### src/rtl/txarb_pkg.sv
package txarb_pkg;
  localparam int NUM_MB   = 32;
  localparam int PRIO_W   = 6;
  localparam int PRIO_LSB = 8;
  localparam int CTRL_W   = 14;
  localparam int IDX_W    = $clog2(NUM_MB);

  typedef struct packed {
    logic startTx;
    logic finishTx;
  } txStrobes_t;
endpackage

### src/rtl/mbPrioPicker.sv
module mbPrioPicker
  import txarb_pkg::*;
#(
  parameter int N     = NUM_MB,
  parameter int PW    = PRIO_W,
  parameter int PLSB  = PRIO_LSB,
  parameter int CW    = CTRL_W,
  localparam int IW   = $clog2(N)
) (
  input  logic [N-1:0]    cand,
  input  logic [N*CW-1:0] ctrlFlat,
  output logic            winValid,
  output logic [IW-1:0]   winIdx
);
  logic [PW-1:0] prioArr [N];

  for (genvar g = 0; g < N; g++) begin : gPrio
    assign prioArr[g] = ctrlFlat[g*CW+PLSB +: PW];
  end

  logic [PW-1:0] bestPrio;

  // Ascending scan with >= lets a later (higher) index take a tie.
  always_comb begin
    winValid = 1'b0;
    winIdx   = '0;
    bestPrio = '0;
    for (int i = 0; i < N; i++) begin
      if (cand[i] && (!winValid || prioArr[i] >= bestPrio)) begin
        winValid = 1'b1;
        bestPrio = prioArr[i];
        winIdx   = IW'(i);
      end
    end
  end
endmodule

### src/rtl/txCtrl.sv
module txCtrl
  import txarb_pkg::*;
#(
  parameter int N   = NUM_MB,
  localparam int IW = $clog2(N)
) (
  input  logic          clk,
  input  logic          rstN,
  input  logic          winValid,
  input  logic [IW-1:0] winIdx,
  input  logic          txDone,
  output logic          busy,
  output logic [IW-1:0] curIdx,
  output txStrobes_t    strobes
);
  always_comb begin
    strobes.startTx  = !busy && winValid;
    strobes.finishTx = busy && txDone;
  end

  always_ff @(posedge clk or negedge rstN) begin
    if (!rstN) begin
      busy   <= 1'b0;
      curIdx <= '0;
    end else if (strobes.startTx) begin
      busy   <= 1'b1;
      curIdx <= winIdx;
    end else if (strobes.finishTx) begin
      busy   <= 1'b0;
    end
  end
endmodule

### src/rtl/txDatapath.sv
module txDatapath
  import txarb_pkg::*;
#(
  parameter int N   = NUM_MB,
  localparam int IW = $clog2(N)
) (
  input  logic          clk,
  input  logic          rstN,
  input  logic [N-1:0]  mbEnable,
  input  logic [N-1:0]  mbDirection,
  input  logic [N-1:0]  intMask,
  input  logic          setWr,
  input  logic [N-1:0]  setMask,
  input  logic          abortWr,
  input  logic [N-1:0]  abortMask,
  input  logic          ackClrWr,
  input  logic [N-1:0]  ackClrMask,
  input  logic          abortAckClrWr,
  input  logic [N-1:0]  abortAckClrMask,
  input  logic          irqClrWr,
  input  txStrobes_t    strobes,
  input  logic          busy,
  input  logic [IW-1:0] curIdx,
  output logic [N-1:0]  candidates,
  output logic [N-1:0]  pending,
  output logic [N-1:0]  ackBits,
  output logic [N-1:0]  abortAck,
  output logic          mbIrq,
  output logic [IW-1:0] irqIndex
);
  logic [N-1:0] curBit, doneBit, abortHit, setBits;

  always_comb begin
    curBit   = busy ? (N'(1) << curIdx) : '0;
    doneBit  = strobes.finishTx ? (N'(1) << curIdx) : '0;
    setBits  = setWr ? setMask : '0;
    abortHit = abortWr ? (abortMask & pending & ~curBit) : '0;
    // A mailbox aborted this cycle must not be picked this cycle.
    candidates = pending & mbEnable & ~mbDirection & ~abortHit;
  end

  always_ff @(posedge clk or negedge rstN) begin
    if (!rstN) begin
      pending  <= '0;
      ackBits  <= '0;
      abortAck <= '0;
      mbIrq    <= 1'b0;
      irqIndex <= '0;
    end else begin
      pending  <= (pending | setBits) & ~abortHit & ~doneBit;
      ackBits  <= (ackBits & ~(ackClrWr ? ackClrMask : '0)) | doneBit;
      abortAck <= (abortAck & ~(abortAckClrWr ? abortAckClrMask : '0)) | abortHit;
      if (strobes.finishTx && intMask[curIdx]) begin
        mbIrq    <= 1'b1;
        irqIndex <= curIdx;
      end else if (irqClrWr) begin
        mbIrq    <= 1'b0;
      end
    end
  end
endmodule

### src/rtl/txMailboxArbiter.sv
module txMailboxArbiter
  import txarb_pkg::*;
#(
  parameter int N   = NUM_MB,
  parameter int CW  = CTRL_W,
  localparam int IW = $clog2(N)
) (
  input  logic          clk,
  input  logic          rstN,
  input  logic [N-1:0]  mbEnable,
  input  logic [N-1:0]  mbDirection,
  input  logic [N*CW-1:0] ctrlWords,
  input  logic [N-1:0]  intMask,
  input  logic          setWr,
  input  logic [N-1:0]  setMask,
  input  logic          abortWr,
  input  logic [N-1:0]  abortMask,
  input  logic          ackClrWr,
  input  logic [N-1:0]  ackClrMask,
  input  logic          abortAckClrWr,
  input  logic [N-1:0]  abortAckClrMask,
  input  logic          irqClrWr,
  input  logic          txDone,
  output logic          txReq,
  output logic [IW-1:0] txIndex,
  output logic [N-1:0]  pending,
  output logic [N-1:0]  ackBits,
  output logic [N-1:0]  abortAck,
  output logic          mbIrq,
  output logic [IW-1:0] irqIndex
);
  logic          winValid;
  logic [IW-1:0] winIdx;
  logic          busy;
  logic [IW-1:0] curIdx;
  logic [N-1:0]  candidates;
  txStrobes_t    strobes;

  mbPrioPicker #(.N(N), .CW(CW)) i_picker (
    .cand(candidates), .ctrlFlat(ctrlWords),
    .winValid(winValid), .winIdx(winIdx)
  );

  txCtrl #(.N(N)) i_ctrl (
    .clk(clk), .rstN(rstN), .winValid(winValid), .winIdx(winIdx),
    .txDone(txDone), .busy(busy), .curIdx(curIdx), .strobes(strobes)
  );

  txDatapath #(.N(N)) i_dp (
    .clk(clk), .rstN(rstN), .mbEnable(mbEnable), .mbDirection(mbDirection),
    .intMask(intMask), .setWr(setWr), .setMask(setMask),
    .abortWr(abortWr), .abortMask(abortMask),
    .ackClrWr(ackClrWr), .ackClrMask(ackClrMask),
    .abortAckClrWr(abortAckClrWr), .abortAckClrMask(abortAckClrMask),
    .irqClrWr(irqClrWr), .strobes(strobes), .busy(busy), .curIdx(curIdx),
    .candidates(candidates), .pending(pending), .ackBits(ackBits),
    .abortAck(abortAck), .mbIrq(mbIrq), .irqIndex(irqIndex)
  );

  assign txReq   = busy;
  assign txIndex = curIdx;
endmodule

### config.mk
export PLATFORM = sky130hd
export DESIGN_NAME = txMailboxArbiter
export DESIGN_NICKNAME = d
export VERILOG_FILES = /design/src/rtl/txarb_pkg.sv /design/src/rtl/mbPrioPicker.sv /design/src/rtl/txCtrl.sv /design/src/rtl/txDatapath.sv /design/src/rtl/txMailboxArbiter.sv
export SDC_FILE = /design/constraint.sdc
export NUM_CORES = 1
export LEC_CHECK = 0
export BUFFER_PORTS_ARGS = -buffer_cell sky130_fd_sc_hd__buf_2
export CAP_MARGIN = 20
export CORE_AREA = 2 2 309 311
export CTS_CLUSTER_DIAMETER = 200
export DETAILED_ROUTE_END_ITERATION = 10
export DIE_AREA = 0 0 311 313
export SETUP_SLACK_MARGIN = 0.2
export SYNTH_ARGS = -nofsm -noshare
export SYNTH_HDL_FRONTEND = slang
export SYNTH_SLANG_ARGS = --single-unit
### constraint.sdc
create_clock -name clk -period 163.1 [get_ports clk]
set_input_delay 32.62 -clock clk [delete_from_list [all_inputs] [get_ports clk]]
set_output_delay 32.62 -clock clk [all_outputs]
set_load 0.05 [all_outputs]
==> run_results.csv, run 1 <==
group,metric,value,unit
sta,totalNegativeSetupSlack,0,ns
clock_network,sink_count,108,
sta,setup_viol,0,
worst_setup_path,cp_max_fo,19,
finish,layout.area.seq,2700,um^2
synthesis,synth_edf_count,0,
worst_setup_path,worstSetupPathDepth,272,
clock_network,tritoncts.num_buffers,9,
die,ios,788,
sta,max_slew_margin,22.4,%
clock_network,post-cts-setup-buffers,0,
grt,globalRouteTotalUtil,16.7,%
sta,finalHoldViolations,0,
worst_setup_path,critical_path_buf_inv_count,10,
clock_network,cts-root-buf,"clkbuf_16",
synthesis,synth_seq_cells,108,
synthesis,post_synth_most_frequent_cells,"nand2_1 (250), nor2_1 (155), a21oi_1 (144), ha_1 (138), inv_1 (122)",
synthesis,avgSynthCellArea,7.53,um^2
synthesis,yosys_warnings,0,
routing,detailedRoute.firstIterationViolations,1006,
synthesis,synthesis.area,14500,um^2
worst_setup_path,r2r_cells,270,
worst_setup_path,data_required_time_at_the_worst_endpoint,163.44,ns
finish,final_nets,3257,
routing,detail-route-antenna-nets,0,
sta,rsz_0062_raised_after_global_routing,"false",
grt,pin_count_of_the_biggest_net_entering_global_routing,63,
worst_setup_path,critPathCaptureType,"flop",
status,run_status,"finished clean",
placement,final_weighted_congestion_in_routability_driven_placement,0.914,
finish,fraction_of_layout_cells_with_a_size_suffix_above_1,28.4,%
placement,hpwl,71700,um
synthesis,post-synth-top-count-cell,"nand2_1",
synthesis,ys_dominant_reg_cell,"dfrtp_1",
synthesis,postSynth.asyncResetShare,100,%
sta,fmax,10.3,MHz
synthesis,fraction_of_post_synthesis_cell_area_in_the_top_cell_type_by_area,18.6,%
die,die_footprint,97300,um^2
sta,maxSlewViolCount,0,
job,max-cap-violations,0,
die,core,94200,um^2
worst_setup_path,cpMostUsedCell,"ha_1",
clock_network,cts_hold_buf,0,
finish,fillerInstances,10700,
grt,overflow,0,
clock_network,clock_insertion_delay_worst_skew,0.44,ns
routing,routedWlPerCell,22.5,um
sta,timing.final.crit_share,59.7,%
die,dieWidth,311,um
grt,first_pass_grt_wire_length,117000,um
clock_network,clock_tree.buffer_depth,2,
die,rows,113,
pwr,leakage_power,0.00932,uW
routing,first_pass_iters,7,
synthesis,ys_top_cells_by_area,"dfrtp_1 (19%), ha_1 (12%), nand2_1 (6.5%), a21o_1 (5.2%), a21oi_1 (5.0%)",
pwr,maximum_vdd_drop,0.0124,mV
worst_setup_path,start_kind,"input port",
hold_path,min_delay_path_depth,1,
worst_setup_path,worst_ep_arrival_time,97.67,ns
synthesis,synth_cell_type_count,119,
clock_network,cts_tree,"built",
worst_setup_path,cp_slowest_stage_delay,0.79,ns
routing,drc,0,
finish,multiInputGateArea,11100,um^2
placement,portBuffers,531,
worst_setup_path,critical-path-top-delay-family,"compound AO/OA/AOI/OAI gates",
grt,grt_pass1_vias,16800,
pwr,ratio_of_total_power_to_cell_area,20.4,nW/um^2
die,start_util,15.4,%
synthesis,syn-instance-count,1924,
clock_network,cts_repair_resize_count,0,
clock_network,cts_htree_levels,3,
routing,postRouteWirelength,83700,um
sta,finalCriticalPeriod,97.34,ns
worst_setup_path,critical_path_class,"in2reg",
synthesis,synth_fp_nets,2742,
die,die_height,313,um
grt,grt_antenna_before_repair,33,
worst_setup_path,crit_slowest_cell,"o32ai_2",
hold_path,hold_path_class,"reg2reg",
synthesis,ys_seq_area_share,18.6,%
routing,routed-via-count,17300,
sta,finClkSkew,0.0316,ns
synthesis,yosysTopAreaCell,"dfrtp_1",
finish,finish.utilization,20.2,%
sta,worst_slew_pin_slew,1.15,ns
routing,vias_per_cell,4.64,
clock_network,cts.reportedPaths.clkPinSlew,0.11,ns
finish,area_growth_syn_to_layout,31.4,%
==> state kept, by name, summed over array words and instances (netlist names) <==
signal,cells
i_ctrl.curIdx,5
i_dp.ackBits,32
i_dp.irqIndex,5
i_dp.mbIrq,1
i_dp.pending,32
i_ctrl.busy,1
i_dp.abortAck,32
==> cell type report <==
class                   instances  area share, %
well taps                    1265           8.31
clock inverters                 6          0.302
diodes                         10          0.131
flip-flops and latches        108           14.2
clock buffers                  10           1.26
multi-input cells            1637           58.2
inverters                     122           2.41
repair buffers                561           15.2
==> through the flow <==
step | hold WS, ns | area, um^2 | setup WS, ns | instances | power (uW)
after global routing | 0.494 | 19000 | 60.92 | 3714 | 426
after CTS | 0.479 | 19000 | 65.94 | 3707 | 392
final | 0.475 | 19000 | 65.76 | 3719 | 389
after floorplan | 0.741 | 14500 | 75.31 | 1924 | 268
after detailed placement | 0.460 | 18700 | 65.67 | 3691 | 363
after global placement | 0.453 | 18700 | 66.18 | 3691 | 360
==> kinds of logic (layout without fill, tap and decap cells) <==
family	after synthesis	after routing	synth area share [%]
buffers and inverters	179	699	4.91
DFF	108	108	18.6
xor gates and xnor gates	6	6	0.363
other	0	10	0
and+or+nand+nor	752	752	25.0
adders and majority gates	142	142	12.2
AOI/OAI and AO/OA	650	650	31.7
muxes	87	87	7.22
==> where the power goes <==
group	switching (uW)	total (uW)	internal, uW
clock	15.0	26.1	11.1
combinational	202	320	119
sequential	7.56	42.5	34.9
total	224	389	165
==> placed cells by master, fill, tap and decap left out, types with 40 or more instances in the layout <==
cell	instances
mux2i_1	40
a21oi_1	144
nor3_1	79
buf_2	530
inv_1	122
nand3_1	69
nand2b_1	49
nand2_1	250
ha_1	138
o21ai_0	106
dfrtp_1	108
a21o_1	100
nor2_1	155
==> worst paths after layout <==
path / from / to / slack [ns]
min: i_dp.ackBits[8] / i_dp.ackBits[8] / 0.47
max reg2reg: i_ctrl.curIdx[2] / i_ctrl.curIdx[3] / 97.15
min in group asynchronous: rstN / i_dp.pending[5] / 32.20
max in group asynchronous: rstN / i_dp.ackBits[14] / 129.59
max: abortWr / i_ctrl.curIdx[3] / 65.76
min reg2reg: i_dp.ackBits[8] / i_dp.ackBits[8] / 0.47
==> layer usage <==
layer	vias up	share of wire, %	GRT usage (%)
met5	-	0.17	0
met4	22	2.1	4.16
met3	100	8.0	4.70
met2	683	45	27.4
met1	8260	45	21.6
li1	8198	-	-
Power figures use the tool's default switching activity.
==> run 2, diff against run 1 <==
Settings changed: CORE_AREA 2 2 309 311 to 2 2 311 313, DIE_AREA 0 0 311 313 to 0 0 313 315.
Clock period 163.1 ns to 83 ns, I/O delays scaled along.
==> run_results.csv, run 2 (synthesis gave the netlist of run 1 again) <==
group,metric,value,unit
status,run_status,"finished clean",
routing,dr.max_layer_used,"met5",
die,die_height,315,um
pwr,ratio_of_total_power_to_cell_area,40.2,nW/um^2
routing,detail-route-antenna-nets,0,
pwr,comb_power_share,82.2,%
clock_network,clock_insertion_delay_worst_skew,0.42,ns
placement,portBuffers,531,
die,die_footprint,98600,um^2
die,ios,788,
routing,postRouteWirelength,82300,um
finish,top_regs,"i_dp.abortAck (32), i_dp.ackBits (32), i_dp.pending (32)",
die,start_util,15.1,%
pwr,maximum_vdd_drop,0.0244,mV
finish,area_growth_syn_to_layout,32.1,%
worst_setup_path,crit_slowest_cell,"a21oi_1",
sta,timing.final.crit_share,94.1,%
sta,finClkSkew,0.0266,ns
finish,final_nets,3262,
pwr,internal-power,327,uW
finish,final_cell_area,19100,um^2
routing,vias_per_cell,4.63,
pwr,netSwitchingFraction,57.4,%
worst_setup_path,data_required_time_at_the_worst_endpoint,83.30,ns
sta,totalNegativeSetupSlack,0,ns
grt,globalRouteTotalUtil,16.1,%
sta,fmax,12.8,MHz
worst_setup_path,worst_ep_arrival_time,78.41,ns
finish,final_common_cell,"buf_2",
placement,hpwl,70700,um
grt,first_pass_grt_wire_length,114000,um
routing,met3_length,6440,um
worst_setup_path,critical_path_class,"in2reg",
sta,worst_slew_pin_slew,1.17,ns
pwr,power_switching,442,uW
sta,finalHoldViolations,0,
finish,fraction_of_layout_cells_with_a_size_suffix_above_1,28.9,%
finish,layout.cells.most_common_list,"buf_2 (530), nand2_1 (250), nor2_1 (154)",
worst_setup_path,r2r_cells,271,
sta,maxSlewViolCount,0,
routing,first_pass_iters,5,
placement,place_ws,3.18,ns
sta,setup_slack,4.89,ns
routing,drc,0,
placement,final_weighted_congestion_in_routability_driven_placement,0.911,
placement,placed_cell_area,18800,um^2
sta,rsz_0062_raised_after_global_routing,"false",
clock_network,cts_hold_buf,0,
routing,met1Wirelength,36700,um
clock_network,cts_htree_levels,3,
sta,max_slew_margin,21.5,%
die,dieWidth,313,um
clock_network,cts.reportedPaths.clkPinSlew,0.09,ns
clock_network,post-cts-setup-buffers,0,
worst_setup_path,critPathCaptureType,"flop",
grt,grt_pass1_vias,16600,
grt,pin_count_of_the_biggest_net_entering_global_routing,58,
hold_path,min_delay_path_depth,1,
clock_network,cts_tree,"built",
job,max-cap-violations,0,
sta,setup_viol,0,
worst_setup_path,cpMostUsedCell,"ha_1",
grt,overflow,0,
clock_network,cts-root-buf,"clkbuf_16",
routing,detailedRoute.firstIterationViolations,1206,
clock_network,tritoncts.num_buffers,9,
worst_setup_path,cp_max_fo,20,
routing,routedWlPerCell,22.0,um
pwr,share_clk_of_total_power,7.0,%
clock_network,sink_count,108,
routing,wl_met2,37000,um
worst_setup_path,start_kind,"input port",
die,rows,114,
clock_network,cts_repair_resize_count,0,
hold_path,hold_path_class,"reg2reg",
routing,routed-via-count,17300,
pwr,sequential_share_of_power,10.8,%
grt,grt_antenna_before_repair,38,
sta,finalCriticalPeriod,78.11,ns
pwr,leakage_power,0.00937,uW
worst_setup_path,cp_slowest_stage_delay,0.58,ns
clock_network,clock_tree.buffer_depth,2,
die,core,95700,um^2
==> run 2: changes by cell type in the layout (fill, tap and decap cells not counted), sizes merged <==
cell,change
diode,+4
clkinvlp,-2
bufinv,+1
clkbuf,-2
buf,+6
inv,+2
==> run 2: metrics by stage <==
step	instances	hold slack (ns)	total power (uW)	util, %
after global placement	3708	0.454	707	19.6
after CTS	3724	0.478	772	19.9
after floorplan	1924	0.741	527	-
after detailed placement	3708	0.460	713	19.6
final	3739	0.475	769	20.0
after global routing	3732	0.491	842	20.0
==> run 2: worst paths after layout <==
kind,from,to,slack (ns)
min,i_dp.ackBits[5],i_dp.ackBits[5],0.47
max reg2reg,i_ctrl.busy,i_ctrl.curIdx[3],20.26
max,abortWr,i_ctrl.curIdx[3],4.89
min reg2reg,i_dp.ackBits[5],i_dp.ackBits[5],0.47
min in group asynchronous,rstN,i_dp.irqIndex[3],16.14
max in group asynchronous,rstN,i_dp.abortAck[15],65.56
==> run 2: area by class of cell <==
| class | count | area (um^2) |
|---|---|---|
| diodes | 14 | 35.0 |
| clock buffers | 9 | 225 |
| clock inverters | 7 | 88.8 |
| fillers | 10900 | 76600 |
| inverters | 122 | 458 |
| multi-input cells | 1637 | 11100 |
| flip-flops and latches | 108 | 2700 |
| well taps | 1276 | 1600 |
| repair buffers | 566 | 2930 |
==> run 2: worst max-delay path, delay by kind of cell <==
family,cells,cell delay (ns)
adders and majority gates,34,9.18
muxes,21,7.71
AOI/OAI and AO/OA,128,29.31
buffers and inverters,13,2.12
and+or+nand+nor,75,13.39
==> run 2: routing by layer <==
metal / track usage (%) / up-vias
li1: - / 8198
met1: 21.1 / 8215
met2: 26.2 / 795
met3: 3.89 / 99
met4: 4.49 / 14
met5: 0 / -
==> run 2: power by group through the flow <==
stage          registers, uW  clock network (uW)  logic [uW]
2_1_floorplan            137                   0         390
3_3_place_gp            83.3                   0         623
3_5_place_dp            83.6                   0         629
4_1_cts                 82.8                56.4         633
5_1_grt                 84.8                57.6         699
6_report                83.0                53.8         633
==> run 3, diff against run 2 <==
Settings changed: CORE_AREA 2 2 311 313 to 2 2 309 311, DIE_AREA 0 0 313 315 to 0 0 311 313.
Clock period 83 ns to 80.9 ns, I/O delays scaled along.
==> run_results.csv, run 3 (synthesis gave the netlist of run 1 again) <==
group,metric,value,unit
worst_setup_path,start_kind,"input port",
sta,timing.final.crit_share,94.4,%
worst_setup_path,cp_slowest_stage_delay,0.54,ns
finish,top_regs,"i_dp.abortAck (32), i_dp.ackBits (32), i_dp.pending (32)",
clock_network,cts_hold_buf,0,
sta,finalCriticalPeriod,76.35,ns
grt,overflow,0,
placement,placed_cell_area,18900,um^2
die,dieWidth,311,um
routing,detail-route-antenna-nets,0,
clock_network,cts_htree_levels,3,
worst_setup_path,crit_slowest_cell,"or4_1",
worst_setup_path,cp_max_fo,19,
pwr,leakage_power,0.00945,uW
worst_setup_path,critical-path-top-delay-family,"compound AO/OA/AOI/OAI gates",
routing,vias_per_cell,4.63,
placement,final_weighted_congestion_in_routability_driven_placement,0.916,
sta,worst_slew_pin_slew,1.14,ns
clock_network,clock_tree.buffer_depth,2,
sta,totalNegativeSetupSlack,0,ns
placement,place_ws,2.97,ns
worst_setup_path,critPathCaptureType,"flop",
finish,area_growth_syn_to_layout,33.1,%
grt,pin_count_of_the_biggest_net_entering_global_routing,62,
status,run_status,"finished clean",
routing,drc,0,
clock_network,post-cts-setup-buffers,0,
sta,setup_slack,4.55,ns
die,die_height,313,um
routing,postRouteWirelength,84400,um
pwr,maximum_vdd_drop,0.0245,mV
finish,final_common_cell,"buf_2",
die,ios,788,
hold_path,hold_path_class,"reg2reg",
sta,setup_viol,0,
sta,fmax,13.1,MHz
worst_setup_path,data_required_time_at_the_worst_endpoint,81.22,ns
finish,fraction_of_layout_cells_with_a_size_suffix_above_1,29.4,%
finish,final_cell_area,19300,um^2
clock_network,cts_repair_resize_count,0,
grt,grt_antenna_before_repair,32,
clock_network,clock_insertion_delay_worst_skew,0.43,ns
die,start_util,15.4,%
routing,routed-via-count,17400,
sta,finClkSkew,0.0272,ns
clock_network,cts_tree,"built",
pwr,power,805,uW
die,die_footprint,97300,um^2
finish,fillerInstances,10800,
sta,finalHoldViolations,0,
grt,grt_pass1_vias,17100,
finish,layout.cells.most_common_list,"buf_2 (530), nand2_1 (250), nor2_1 (155)",
die,core,94200,um^2
routing,routedWlPerCell,22.5,um
clock_network,tritoncts.num_buffers,9,
routing,detailedRoute.firstIterationViolations,972,
job,max-cap-violations,0,
grt,first_pass_grt_wire_length,118000,um
grt,globalRouteTotalUtil,16.8,%
placement,portBuffers,531,
pwr,ratio_of_total_power_to_cell_area,41.7,nW/um^2
sta,maxSlewViolCount,0,
worst_setup_path,critical_path_buf_inv_count,15,
clock_network,cts-root-buf,"clkbuf_16",
finish,final_nets,3282,
clock_network,cts.reportedPaths.clkPinSlew,0.11,ns
worst_setup_path,worst_ep_arrival_time,76.67,ns
worst_setup_path,cpMostUsedCell,"ha_1",
placement,hpwl,72300,um
clock_network,sink_count,108,
sta,max_slew_margin,23.2,%
sta,rsz_0062_raised_after_global_routing,"false",
die,rows,113,
routing,first_pass_iters,5,
worst_setup_path,critical_path_class,"in2reg",
==> run 3: cell types whose count changed in the layout (fill, tap and decap cells not counted), moves of 2 or more <==
cell / delta
o21ai_2: +2
a21oi_2: -2
inv_6: -2
buf_4: +20
a21oi_4: +2
o21ai_1: -3
==> run 3: worst register-to-register path: cells and delay by family (launching register included) <==
family	cells	cell delay, ns
buffers and inverters	13	2.09
DFF	1	0.38
AOI/OAI and AO/OA	123	27.43
adders and majority gates	33	9.32
muxes	21	7.56
and+or+nand+nor	81	14.51
==> run 3: through the flow <==
stage          hold slack, ns  util [%]  instances
2_1_floorplan           0.741         -       1924
3_3_place_gp            0.454      20.1       3717
3_5_place_dp            0.460      20.1       3717
4_1_cts                 0.478      20.4       3733
5_1_grt                 0.495      20.4       3736
6_report                0.476      20.5       3748
==> run 3: report_power, final <==
group	total, uW	internal [uW]	switching [uW]
clock	53.3	24.5	28.8
combinational	666	253	412
sequential	85.4	70.4	15.0
total	805	348	456
==> run 3: layer usage <==
layer	wire [um]	GRT usage, %
met4	1740	4.00
met1	37900	21.8
met2	37900	27.7
met3	6710	4.33
met5	115	0
==> run 3: layout make-up <==
cell class | count | area [um^2] | area share, %
Antenna cell | 14 | 35.0 | 0.182
Multi-Input combinational cell | 1637 | 11100 | 57.7
Sequential cell | 108 | 2700 | 14.0
Clock buffer | 10 | 229 | 1.19
Inverter | 122 | 458 | 2.37
Clock inverter | 6 | 71.3 | 0.370
Timing Repair Buffer | 586 | 3080 | 16.0
Tap cell | 1265 | 1580 | 8.21
==> run 3: path summary, 6_finish.rpt <==
check | start | endpoint | slack, ns | depth (start not counted)
worst max-delay path | abortWr | i_ctrl.curIdx[3] | 4.55 | 273
worst min-delay path | i_dp.abortAck[15] | i_dp.abortAck[15] | 0.48 | 1
worst max register to register | i_ctrl.curIdx[2] | i_ctrl.curIdx[3] | 19.50 | 271
worst min register to register | i_dp.abortAck[15] | i_dp.abortAck[15] | 0.48 | 1
max in group asynchronous | rstN | i_dp.pending[3] | 63.80 | 2
min in group asynchronous | rstN | i_dp.pending[12] | 15.77 | 1
